==> src/rtl/rm_pkg.sv <==
`timescale 1ns/1ps
package rm_pkg;
    localparam int DATA_W   = 16;
    localparam int ADDR_W   = 6;
    localparam int FRAME_W  = 2 + ADDR_W + DATA_W;
    localparam int HDR_W    = 1 + ADDR_W;
    localparam int NUM_ADDR = 11;
    localparam int IDX_W    = $clog2(NUM_ADDR);
    localparam int CNT_W    = $clog2(FRAME_W + 2);
    localparam int SEL_W    = $clog2(DATA_W);
    localparam logic [7:0] CHIP_ID = 8'h0A;
    localparam int GAP_ADDR   = 4;
    localparam int CTRL_ADDR  = 0;
    localparam int ALARM_ADDR = 1;

    // alarm flag order inside the 4-bit alarm vector: {parity, short, long, range}
    typedef enum logic [1:0] {ST_IDLE, ST_SHIFT, ST_COMMIT, ST_SOFTRST} fsm_t;

    function automatic logic addr_valid(input logic [ADDR_W-1:0] a);
        return (a < ADDR_W'(NUM_ADDR)) && (a != ADDR_W'(GAP_ADDR));
    endfunction

    function automatic logic [DATA_W-1:0] slot_default(input int idx);
        return (idx == NUM_ADDR - 1) ? 16'hE700 : 16'h0000;
    endfunction
endpackage

==> src/rtl/rm_sync.sv <==
`timescale 1ns/1ps
module rm_sync #(
    parameter int W = 1,
    parameter int STAGES = 2,
    parameter logic [W-1:0] RST_VAL = '0
) (
    input  logic         clk,
    input  logic         rst_n,
    input  logic [W-1:0] d,
    output logic [W-1:0] q
);
    logic [STAGES-1:0][W-1:0] pipe;

    always_ff @(posedge clk or negedge rst_n) begin
        if (!rst_n) pipe <= {STAGES{RST_VAL}};
        else        pipe <= {pipe[STAGES-2:0], d};
    end

    assign q = pipe[STAGES-1];
endmodule

==> src/rtl/rm_shifter.sv <==
`timescale 1ns/1ps
module rm_shifter
    import rm_pkg::*;
(
    input  logic                clk,
    input  logic                rst_n,
    input  logic                sclk_s,
    input  logic                cs_n_s,
    input  logic                mosi_s,
    input  logic [DATA_W-1:0]   rd_data,
    output logic [FRAME_W-1:0]  frame,
    output logic [CNT_W-1:0]    bit_cnt,
    output logic [HDR_W-1:0]    hdr,
    output logic                cs_rise,
    output logic                miso
);
    logic sclk_d, cs_d, rise, fall;
    logic [SEL_W-1:0] sel;

    assign rise    = sclk_s & ~sclk_d & ~cs_n_s;
    assign fall    = ~sclk_s & sclk_d & ~cs_n_s;
    assign cs_rise = cs_n_s & ~cs_d;
    assign sel     = SEL_W'(CNT_W'(FRAME_W - 2) - bit_cnt);

    always_ff @(posedge clk or negedge rst_n) begin
        if (!rst_n) begin
            sclk_d  <= 1'b0;
            cs_d    <= 1'b1;
            frame   <= '0;
            bit_cnt <= '0;
            hdr     <= '0;
            miso    <= 1'b0;
        end else begin
            sclk_d <= sclk_s;
            cs_d   <= cs_n_s;
            if (!cs_n_s && cs_d) begin
                bit_cnt <= '0;
                hdr     <= '0;
            end else if (rise) begin
                frame <= {frame[FRAME_W-2:0], mosi_s};
                if (bit_cnt == CNT_W'(HDR_W - 1))
                    hdr <= {frame[HDR_W-2:0], mosi_s};
                if (bit_cnt != CNT_W'(FRAME_W + 1))
                    bit_cnt <= bit_cnt + 1'b1;
            end
            if (cs_n_s)
                miso <= 1'b0;
            else if (fall)
                miso <= hdr[HDR_W-1] && bit_cnt >= CNT_W'(HDR_W)
                        && bit_cnt <= CNT_W'(FRAME_W - 2) && rd_data[sel];
        end
    end


    miso_quiet_chk: assert property (@(posedge clk) disable iff (!rst_n)
        (cs_n_s && $past(cs_n_s)) |-> !miso);
endmodule

==> src/rtl/rm_regfile.sv <==
`timescale 1ns/1ps
module rm_regfile
    import rm_pkg::*;
#(
    parameter logic [3:0] REVISION = 4'h1
) (
    input  logic                       clk,
    input  logic                       rst_n,
    input  logic                       wr_en,
    input  logic [ADDR_W-1:0]          wr_addr,
    input  logic [DATA_W-1:0]          wr_data,
    input  logic [3:0]                 alarm_set,
    input  logic                       soft_rst,
    input  logic [ADDR_W-1:0]          rd_addr,
    output logic [DATA_W-1:0]          rd_data,
    output logic                       parity_en,
    output logic [NUM_ADDR-1:0][DATA_W-1:0] img
);
    logic [3:0] alarm_q;

    for (genvar a = 0; a < NUM_ADDR; a++) begin : g_slot
        if (a == CTRL_ADDR) begin : g_ctrl
            logic par_q;
            always_ff @(posedge clk or negedge rst_n) begin
                if (!rst_n)       par_q <= 1'b0;
                else if (soft_rst) par_q <= 1'b0;
                else if (wr_en && wr_addr == ADDR_W'(a)) par_q <= wr_data[15];
            end
            assign img[a] = {par_q, 3'b000, CHIP_ID, REVISION};
        end else if (a == ALARM_ADDR) begin : g_alarm
            logic [3:0] clr;
            assign clr = (wr_en && wr_addr == ADDR_W'(a)) ? wr_data[15:12] : 4'h0;
            always_ff @(posedge clk or negedge rst_n) begin
                if (!rst_n)        alarm_q <= 4'h0;
                else if (soft_rst) alarm_q <= 4'h0;
                else               alarm_q <= (alarm_q & ~clr) | alarm_set;
            end
            assign img[a] = {alarm_q, 12'h000};
        end else if (a == GAP_ADDR) begin : g_gap
            assign img[a] = '0;
        end else begin : g_cfg
            logic [DATA_W-1:0] q;
            always_ff @(posedge clk or negedge rst_n) begin
                if (!rst_n)        q <= slot_default(a);
                else if (soft_rst) q <= slot_default(a);
                else if (wr_en && wr_addr == ADDR_W'(a)) q <= wr_data;
            end
            assign img[a] = q;
        end
    end

    assign parity_en = img[CTRL_ADDR][15];
    assign rd_data   = addr_valid(rd_addr) ? img[rd_addr[IDX_W-1:0]] : '0;


    alarm_sticky_chk: assert property (@(posedge clk) disable iff (!rst_n)
        (!(wr_en && wr_addr == ADDR_W'(ALARM_ADDR)) && !soft_rst)
        |=> ((alarm_q & $past(alarm_q)) == $past(alarm_q)));

    cfg_hold_chk: assert property (@(posedge clk) disable iff (!rst_n)
        (!wr_en && !soft_rst && alarm_set == 4'h0) |=> $stable(img));

    soft_default_chk: assert property (@(posedge clk) disable iff (!rst_n)
        soft_rst |=> (img[NUM_ADDR-1] == 16'hE700 && alarm_q == 4'h0 && !parity_en));
endmodule

==> src/rtl/rm_spi_target.sv <==
`timescale 1ns/1ps
module rm_spi_target
    import rm_pkg::*;
#(
    parameter logic [3:0] REVISION = 4'h1
) (
    input  logic                         clk,
    input  logic                         rst_n,
    input  logic                         spi_sclk,
    input  logic                         spi_cs_n,
    input  logic                         spi_mosi,
    output logic                         spi_miso,
    output logic [NUM_ADDR*DATA_W-1:0]   reg_bus
);
    logic sclk_s, cs_n_s, mosi_s, cs_rise, parity_en;
    logic [FRAME_W-1:0] frame;
    logic [CNT_W-1:0]   bit_cnt;
    logic [HDR_W-1:0]   hdr;
    logic [DATA_W-1:0]  rd_data;
    logic [NUM_ADDR-1:0][DATA_W-1:0] img;
    fsm_t state, nxt;

    logic len_ok, len_short, len_long, addr_bad, par_bad, soft_go;
    logic wr_en, soft_rst;
    logic [3:0] alarm_set;
    logic [ADDR_W-1:0] f_addr;
    logic [DATA_W-1:0] f_data;

    rm_sync #(.W(3), .STAGES(2), .RST_VAL(3'b010)) u_sync (
        .clk(clk), .rst_n(rst_n),
        .d({spi_sclk, spi_cs_n, spi_mosi}),
        .q({sclk_s, cs_n_s, mosi_s})
    );

    rm_shifter u_shift (
        .clk(clk), .rst_n(rst_n), .sclk_s(sclk_s), .cs_n_s(cs_n_s),
        .mosi_s(mosi_s), .rd_data(rd_data), .frame(frame),
        .bit_cnt(bit_cnt), .hdr(hdr), .cs_rise(cs_rise), .miso(spi_miso)
    );

    rm_regfile #(.REVISION(REVISION)) u_regs (
        .clk(clk), .rst_n(rst_n), .wr_en(wr_en), .wr_addr(f_addr),
        .wr_data(f_data), .alarm_set(alarm_set), .soft_rst(soft_rst),
        .rd_addr(hdr[ADDR_W-1:0]), .rd_data(rd_data),
        .parity_en(parity_en), .img(img)
    );

    assign reg_bus = img;

    // frame judgement
    assign f_addr    = frame[FRAME_W-2 -: ADDR_W];
    assign f_data    = frame[DATA_W:1];
    assign len_ok    = (bit_cnt == CNT_W'(FRAME_W));
    assign len_short = (bit_cnt <  CNT_W'(FRAME_W));
    assign len_long  = (bit_cnt >  CNT_W'(FRAME_W));
    assign addr_bad  = !addr_valid(f_addr);
    assign par_bad   = parity_en && !(^frame);

    always_ff @(posedge clk or negedge rst_n) begin
        if (!rst_n) state <= ST_IDLE;
        else        state <= nxt;
    end

    always_comb begin
        nxt = state;
        unique case (state)
            ST_IDLE:    if (!cs_n_s) nxt = ST_SHIFT;
            ST_SHIFT:   if (cs_rise) nxt = ST_COMMIT;
            ST_COMMIT:  nxt = soft_go ? ST_SOFTRST : ST_IDLE;
            ST_SOFTRST: nxt = ST_IDLE;
        endcase
    end

    always_comb begin
        wr_en     = 1'b0;
        soft_go   = 1'b0;
        soft_rst  = 1'b0;
        alarm_set = 4'h0;
        unique case (state)
            ST_COMMIT: begin
                alarm_set = {len_ok & par_bad, len_short, len_long, len_ok & addr_bad};
                wr_en     = len_ok && !frame[FRAME_W-1] && !addr_bad && !par_bad;
                soft_go   = wr_en && f_addr == ADDR_W'(CTRL_ADDR) && f_data[14];
            end
            ST_SOFTRST: soft_rst = 1'b1;
            default: ;
        endcase
    end


    commit_single_chk: assert property (@(posedge clk) disable iff (!rst_n)
        (state == ST_COMMIT) |=> (state != ST_COMMIT));

    softrst_entry_chk: assert property (@(posedge clk) disable iff (!rst_n)
        (state == ST_SOFTRST) |-> ($past(state) == ST_COMMIT));

    softrst_exit_chk: assert property (@(posedge clk) disable iff (!rst_n)
        (state == ST_SOFTRST) |=> (state == ST_IDLE));
endmodule

==> config.mk <==
export PLATFORM = sky130hd
export DESIGN_NAME = rm_spi_target
export DESIGN_NICKNAME = d
export VERILOG_FILES = /design/src/rtl/rm_pkg.sv /design/src/rtl/rm_sync.sv /design/src/rtl/rm_shifter.sv /design/src/rtl/rm_regfile.sv /design/src/rtl/rm_spi_target.sv
export SDC_FILE = /design/constraint.sdc
export NUM_CORES = 1
export LEC_CHECK = 0
export BUFFER_PORTS_ARGS = -buffer_cell sky130_fd_sc_hd__buf_2
export CORE_UTILIZATION = 45
export DETAILED_ROUTE_END_ITERATION = 10
export GPL_ROUTABILITY_DRIVEN = 0
export PLACE_DENSITY = 0.81
export SLEW_MARGIN = 20
export SYNTH_ARGS = -nofsm -noshare
export SYNTH_HDL_FRONTEND = slang
export SYNTH_SLANG_ARGS = --single-unit
==> constraint.sdc <==
create_clock -name clk -period 2.9 [get_ports clk]
set_clock_uncertainty 0.1 [all_clocks]
set_input_delay 0.435 -clock clk [delete_from_list [all_inputs] [get_ports clk]]
set_output_delay 0.435 -clock clk [all_outputs]
set_load 0.03 [all_outputs]
# [Word level (Yosys, flattened, before mapping)]
# Cells that the tools add are included.
# Widths: inputs -> output; s select.
[totals] regBits=180 latch_bits=0 n_memories=0 word_cells=151 input_bits=5 ramBits=0 out_inout_bits=177 mem_bits_ro=0
[op_classes] div_mod_pow=0 n_eq_ne=19 n_reduce_logical=47 n_shift=0 n_mux=41 add_sub_neg=2 n_bitwise=15 n_lt_le_gt_ge=8 mul=0
[op_table] op="$mux 16" n=18
[op_table] op="$bmux 16 s4" n=1
[op_table] op="$reduce_bool 2->1" n=13
[op_table] op="$reduce_xor 24->1" n=1
[op_table] op="$logic_and 1x1->1" n=22
[op_table] op="$mux 7" n=3
[op_table] op="$eq 6x3->1 const B" n=3
[op_table] op="$eq 6x4->1 const B" n=3
[op_table] op="$mux 5" n=3
[op_table] op="$eq 6x2->1 const B" n=2
[op_table] op="$lt 6x4->1 const B" n=2
[op_table] op="$mux 4" n=3
[op_table] op="$ne 6x3->1 const B" n=2
[op_table] op="$lt 4x5->1 const B" n=2
[op_table] op="$mux 1" n=8
[op_table] op="$pmux 2 s4" n=1
[op_table] op="$reduce_and 2->1" n=4
[op_table] op="$and 1x1->1" n=7
[op_table] op="$eq 6x1->1 const B" n=1
[op_table] op="$logic_not 6->1" n=1
[op_table] op="$mux 2" n=3
[op_table] op="$add 5x1->5 const B" n=1
[op_table] op="$eq 5x3->1 const B" n=1
[op_table] op="$eq 5x5->1 const B" n=1
[op_table] op="16 further kinds" n=26

# [Depth between registers and ports, before layout]
[depth] word_depth=12 depth_mapped=11 depth_no_buf=9

# [Cells and area by module]
# A second synthesis with hierarchy kept.
[unflattened] cells_unflattened=1008 area_unflattened_um2=9519.1
[by_module_without_submodules] module="rm_regfile" seq_area_each_um2=3335.7 n_inst=1 area_each_um2=7151.9 cells_each=826
[by_module_without_submodules] module="rm_shifter" seq_area_each_um2=977.2 n_inst=1 area_each_um2=1755.4 cells_each=123
[by_module_without_submodules] module="rm_spi_target" seq_area_each_um2=50.0 n_inst=1 area_each_um2=436.7 cells_each=50
[by_module_without_submodules] module="rm_sync" seq_area_each_um2=152.6 n_inst=1 area_each_um2=175.2 cells_each=9

# [Worst setup path before layout]
# No wires, ideal clock.
[synth_path] path_kind="flip-flop to flip-flop" from="reg u_shift.frame[17]" to="reg u_regs.g_slot[9].g_cfg.q[9]" path_stages_with_launch=11 synth_period_minus_slack_ns=2.850 slack_ns=0.050 t_arrival_ns=2.619 t_required_ns=2.668 n_path_buf=3 setup_ns=0.132 cell_sequence="dfrtp_1 > buf_6 > xor2_2 > xnor2_1 > xnor2_1 > xnor3_1 > buf_6 > a2111oi_4 > buf_6 > mux2i_1 > nor2_1"
[synth_between] elab_chain_cells=8 word_cells_on_any_way=13 cone_classes="order compare (1); eq/ne (2); mux (1); reduce/logical (9)"
[synth_lines] item="start, declared" line_no="rm_shifter.sv:11" text="output logic [FRAME_W-1:0] frame,"
[synth_lines] item="start signal, assigned" line_no="rm_shifter.sv:40" text="frame <= {frame[FRAME_W-2:0], mosi_s};"
[synth_lines] item="branches (longest 6 deep; another with $lt 6x4->1)"
[synth_lines] item="$logic_and 1x1->1 *" line_no="rm_regfile.sv:46" text="else if (wr_en && wr_addr == ADDR_W'(a)) q <= wr_data;"
[synth_lines] item="$reduce_bool 2->1 (no source line) *"
[synth_lines] item="end signal, assigned" line_no="rm_regfile.sv:44" text="if (!rst_n) q <= slot_default(a);"
[synth_lines] item="end signal, assigned" line_no="rm_regfile.sv:45" text="else if (soft_rst) q <= slot_default(a);"
[synth_lines] item="end signal, assigned" line_no="rm_regfile.sv:46"
[synth_lines] item="end, declared" line_no="rm_regfile.sv:42" text="logic [DATA_W-1:0] q;"
# Every way passes the cells marked *.
# A chain may end at the register's enable or synchronous reset.

# [Worst setup path in the final report]
[layout_path] from="reg u_shift.frame[21]" to="reg u_regs.g_slot[8].g_cfg.q[9]"
[layout_between] elab_chain_cells=8 word_cells_on_any_way=13 cone_classes="order compare (1); eq/ne (2); mux (1); reduce/logical (9)"
[layout_lines] item="branches (longest 6 deep; another with $lt 6x4->1)"
[layout_lines] item="$logic_and 1x1->1 *" line_no="rm_regfile.sv:46"
[layout_lines] item="$reduce_bool 2->1 (no source line) *"
[layout_lines] item="end signal, assigned" line_no="rm_regfile.sv:44"
[layout_lines] item="end signal, assigned" line_no="rm_regfile.sv:45"
[layout_lines] item="end signal, assigned" line_no="rm_regfile.sv:46"
[layout_lines] item="end, declared" line_no="rm_regfile.sv:42"
# Marked as above.

==> impl_results.md <==
* Mapped Area at 9730 µm²
* R2r setup slk at 0.14 ns
* Vias in the first global route at 7464
* Share of the synthesized area in the top cell type at 0.440
* R2r endpoint: u_regs.g_slot[8].g_cfg.q[9]
* Router iterations before antenna repair at 5
* Number of max-cap violations at 0
* RSZ-0062 raised after global routing: false
* Core Area at 21100 µm²
* Final Core Density at 0.539
* Yosys warns at 0
* Clk Latency, worst-skew pair at 0.44 ns
* DRT iter0 DRCs at 578
* Min-delay src: spi_sclk
* Die H at around 150 µm
* Most frequent cells in the layout: dfrtp_1 (169), nor2_1 (141), mux2i_1 (141), buf_2 (137), mux2_2 (56)
* Port Buffers at 138
* Crit start category: register
* Post-DP HPWL at 19200 µm
* Layout cells sized above 1 at 0.311
* First-pass GRT wire length at between 40000 and 50000 µm
* Post-detailed-routing wire length at 27500 µm
* Nets@finish at 1033
* Antenna Cells at 0
* Grt met1 use at 0.343
* CTS H-tree depth at 4
* Synth async-reset ratio at 1.00
* Syn avg cell area at 11.1 µm²
* Most common cell after layout, fill and taps aside: dfrtp_1
* Reg2Reg Depth at 9
* Leading post-synthesis cells by cell area: dfrtp_1 (44%), mux2i_1 (15%), mux2_2 (6.5%), nor2_1 (5.4%), buf_4 (4.0%)
* Resized cells post-CTS at 0
* HP Class: input port to register
* Starting Density at 0.461
* Sequential share of the synthesized area at 0.464
* Vias per cell at 5.68
* Crit-path max FO at 10
* Root Buffer: clkbuf_16
* CTS clk-pin slew, worst paths at 0.07 ns
* Synthesized netlist cell count at ~880
* Crit path to: u_regs.g_slot[8].g_cfg.q[9]
* Yosys cell types at 66
* Most used DFF post-synth: dfrtp_1
* FP Rows at 53
* Die X at 149 µm
* Peak VDD IR at about 470 µV
* DRC at 0
* Tcrit/Tclk final at 0.952
* I/O pin count at between 150 and 200
* Worst Path Arrival at 2.97 ns
* Worst slew pin tran at 0.671 ns
* Crit path capture type: register
* Global route hottest layer: met2
* Max-slew headroom at 0.553
* Met3 GRT Util at 0.0523
* Largest net degree at the start of global routing at 69
* Final hold vios at 0
* Total negative slack at 0 ns
* Fin crit period at 2.76 ns
* Via count at 7454
* WL/cell at 21.0 µm
* Antenna-violating nets left at 0
* Initial antenna violation count at 0
* CTS tree: done
* Longest Clk Path Bufs at 2
* Leakage at around 5.4 nW
* Met2 Usage GRT at 0.404
* Post-CTS setup buffers at 0
* Setup violations, final at 0
* RR Startpoint: u_shift.frame[21]
* Critical path type: register to register
* Cts bufs inserted at 17
* TritonCTS Sinks at 180
* #FFs+latches synth at 180
* CP startpoint: u_shift.frame[21]
* CP required at roughly 3.1 ns
* Power density cells at 519 nW/µm²
* Die Area at roughly 22000 µm²
* Area Overhead vs Synth at 16.9%
* Max-slew violation count at 0
* Status: complete, no violations
* EDFF count, synth at 0
* Post-synth top area cell: dfrtp_1
* Fmax at 0.362 GHz
* Grt ovf at 0
* Overall routing resource usage at 0.256
==> cells by family (layout without fill, tap and decap cells) <==
family          count (synthesis)  count (layout)  synth area share
fa+ha+maj                       4               4           0.00514
mux                           198             198             0.212
other cells                     2              43          0.000772
compound gates                119             119             0.104
flops                         180             180             0.464
xor+xnor                       27              27            0.0273
simple gates                  222             222             0.102
buf+inv                       127             244            0.0840
==> critical path, stage by stage, from the launching register on <==
cell and delay [ns]:
dfrtp_1 0.41, xnor2_1 0.15, xnor2_1 0.24, xnor2_1 0.16
xnor3_1 0.45, buf_12 0.18, a2111oi_4 0.36, buf_4 0.27
mux2i_1 0.25, nor2_1 0.06
==> cell type report <==
class	instances	area, µm²
Fill cell	1787	9720
Multi-Input combinational cell	613	4550
Sequential cell	180	4520
Timing Repair Buffer	205	1330
Clock buffer	17	425
Tap cell	275	344
Clock inverter	15	170
Inverter	7	26.3
==> timing repair <==
item / in CTS / in global routing
setup endpoints to repair: 0 / 3
hold endpoints to repair: 62 / 0
hold buffers: 2 / 0
==> state kept, by name, summed over array words and instances, names as in the netlist <==
signal                 count
state                      2
u_regs.alarm_q             4
u_regs.g_slot.g_cfg.q    128
u_regs.parity_en           1
u_shift.bit_cnt            5
u_shift.cs_d               1
u_shift.frame             24
u_shift.hdr                7
u_shift.miso               1
u_shift.sclk_d             1
u_sync.pipe                3
u_sync.q                   3
==> where the power goes <==
| group | total [W] | leakage (nW) | switching [W] | internal (W) |
|---|---|---|---|---|
| Combinational | 0.000937 | 2.61 | 0.000614 | 0.000323 |
| Sequential | 0.00261 | 2.46 | 0.0000430 | 0.00256 |
| Clock | 0.00236 | 0.293 | 0.00107 | 0.00129 |
==> how the worst min path moves through the flow <==
stage	slack, ns	cells past startpoint	to
2_1_floorplan	0.04	0	state[0]
3_3_place_gp	0.24	0	u_sync.q[0]
3_5_place_dp	0.24	0	u_sync.q[0]
4_1_cts	0.001	1	u_sync.pipe[0]
5_1_grt	0.006	1	u_sync.pipe[2]
6_report	0.008	1	u_sync.pipe[2]
==> synthesized netlist by cell type (all sizes together) (4+ instances only) <==
| cell type | number |
|---|---|
| mux2 | 56 |
| a21oi | 24 |
| dfstp | 9 |
| nor2b | 5 |
| inv | 7 |
| a22o | 7 |
| o21ai | 13 |
| a22oi | 6 |
| nand3 | 9 |
| buf | 78 |
| o21a | 4 |
| xor2 | 6 |
| ha | 4 |
| nand2 | 22 |
| a31oi | 4 |
| clkbuf | 42 |
| mux2i | 141 |
| nor2 | 141 |
| nor3b | 5 |
| nor3 | 5 |
| dfrtp | 171 |
| a211oi | 5 |
| o22ai | 4 |
| xnor2 | 20 |
| nand2b | 13 |
| a2111oi | 9 |
| a311oi | 5 |
| a221oi | 13 |
==> metrics by stage <==
step	power, W	instance area (µm²)	instances	hold WS, ns	setup WS, ns
5_1_grt	0.00606	11400	1312	0.00598	0.00257
3_5_place_dp	0.00358	10800	1278	0.244	0.131
6_report	0.00590	11400	1312	0.00766	0.140
3_3_place_gp	0.00356	10800	1278	0.236	0.180
4_1_cts	0.00591	11400	1312	0.00113	0.102
2_1_floorplan	0.00333	9880	920	0.0394	0.0496
==> layer usage <==
| metal | share of wire | vias to the layer above |
|---|---|---|
| li1 | - | 3283 |
| met1 | 0.41 | 3764 |
| met2 | 0.48 | 349 |
| met3 | 0.079 | 58 |
| met4 | 0.029 | 0 |
| met5 | 0 | - |
Power figures use the tool's default switching activity.
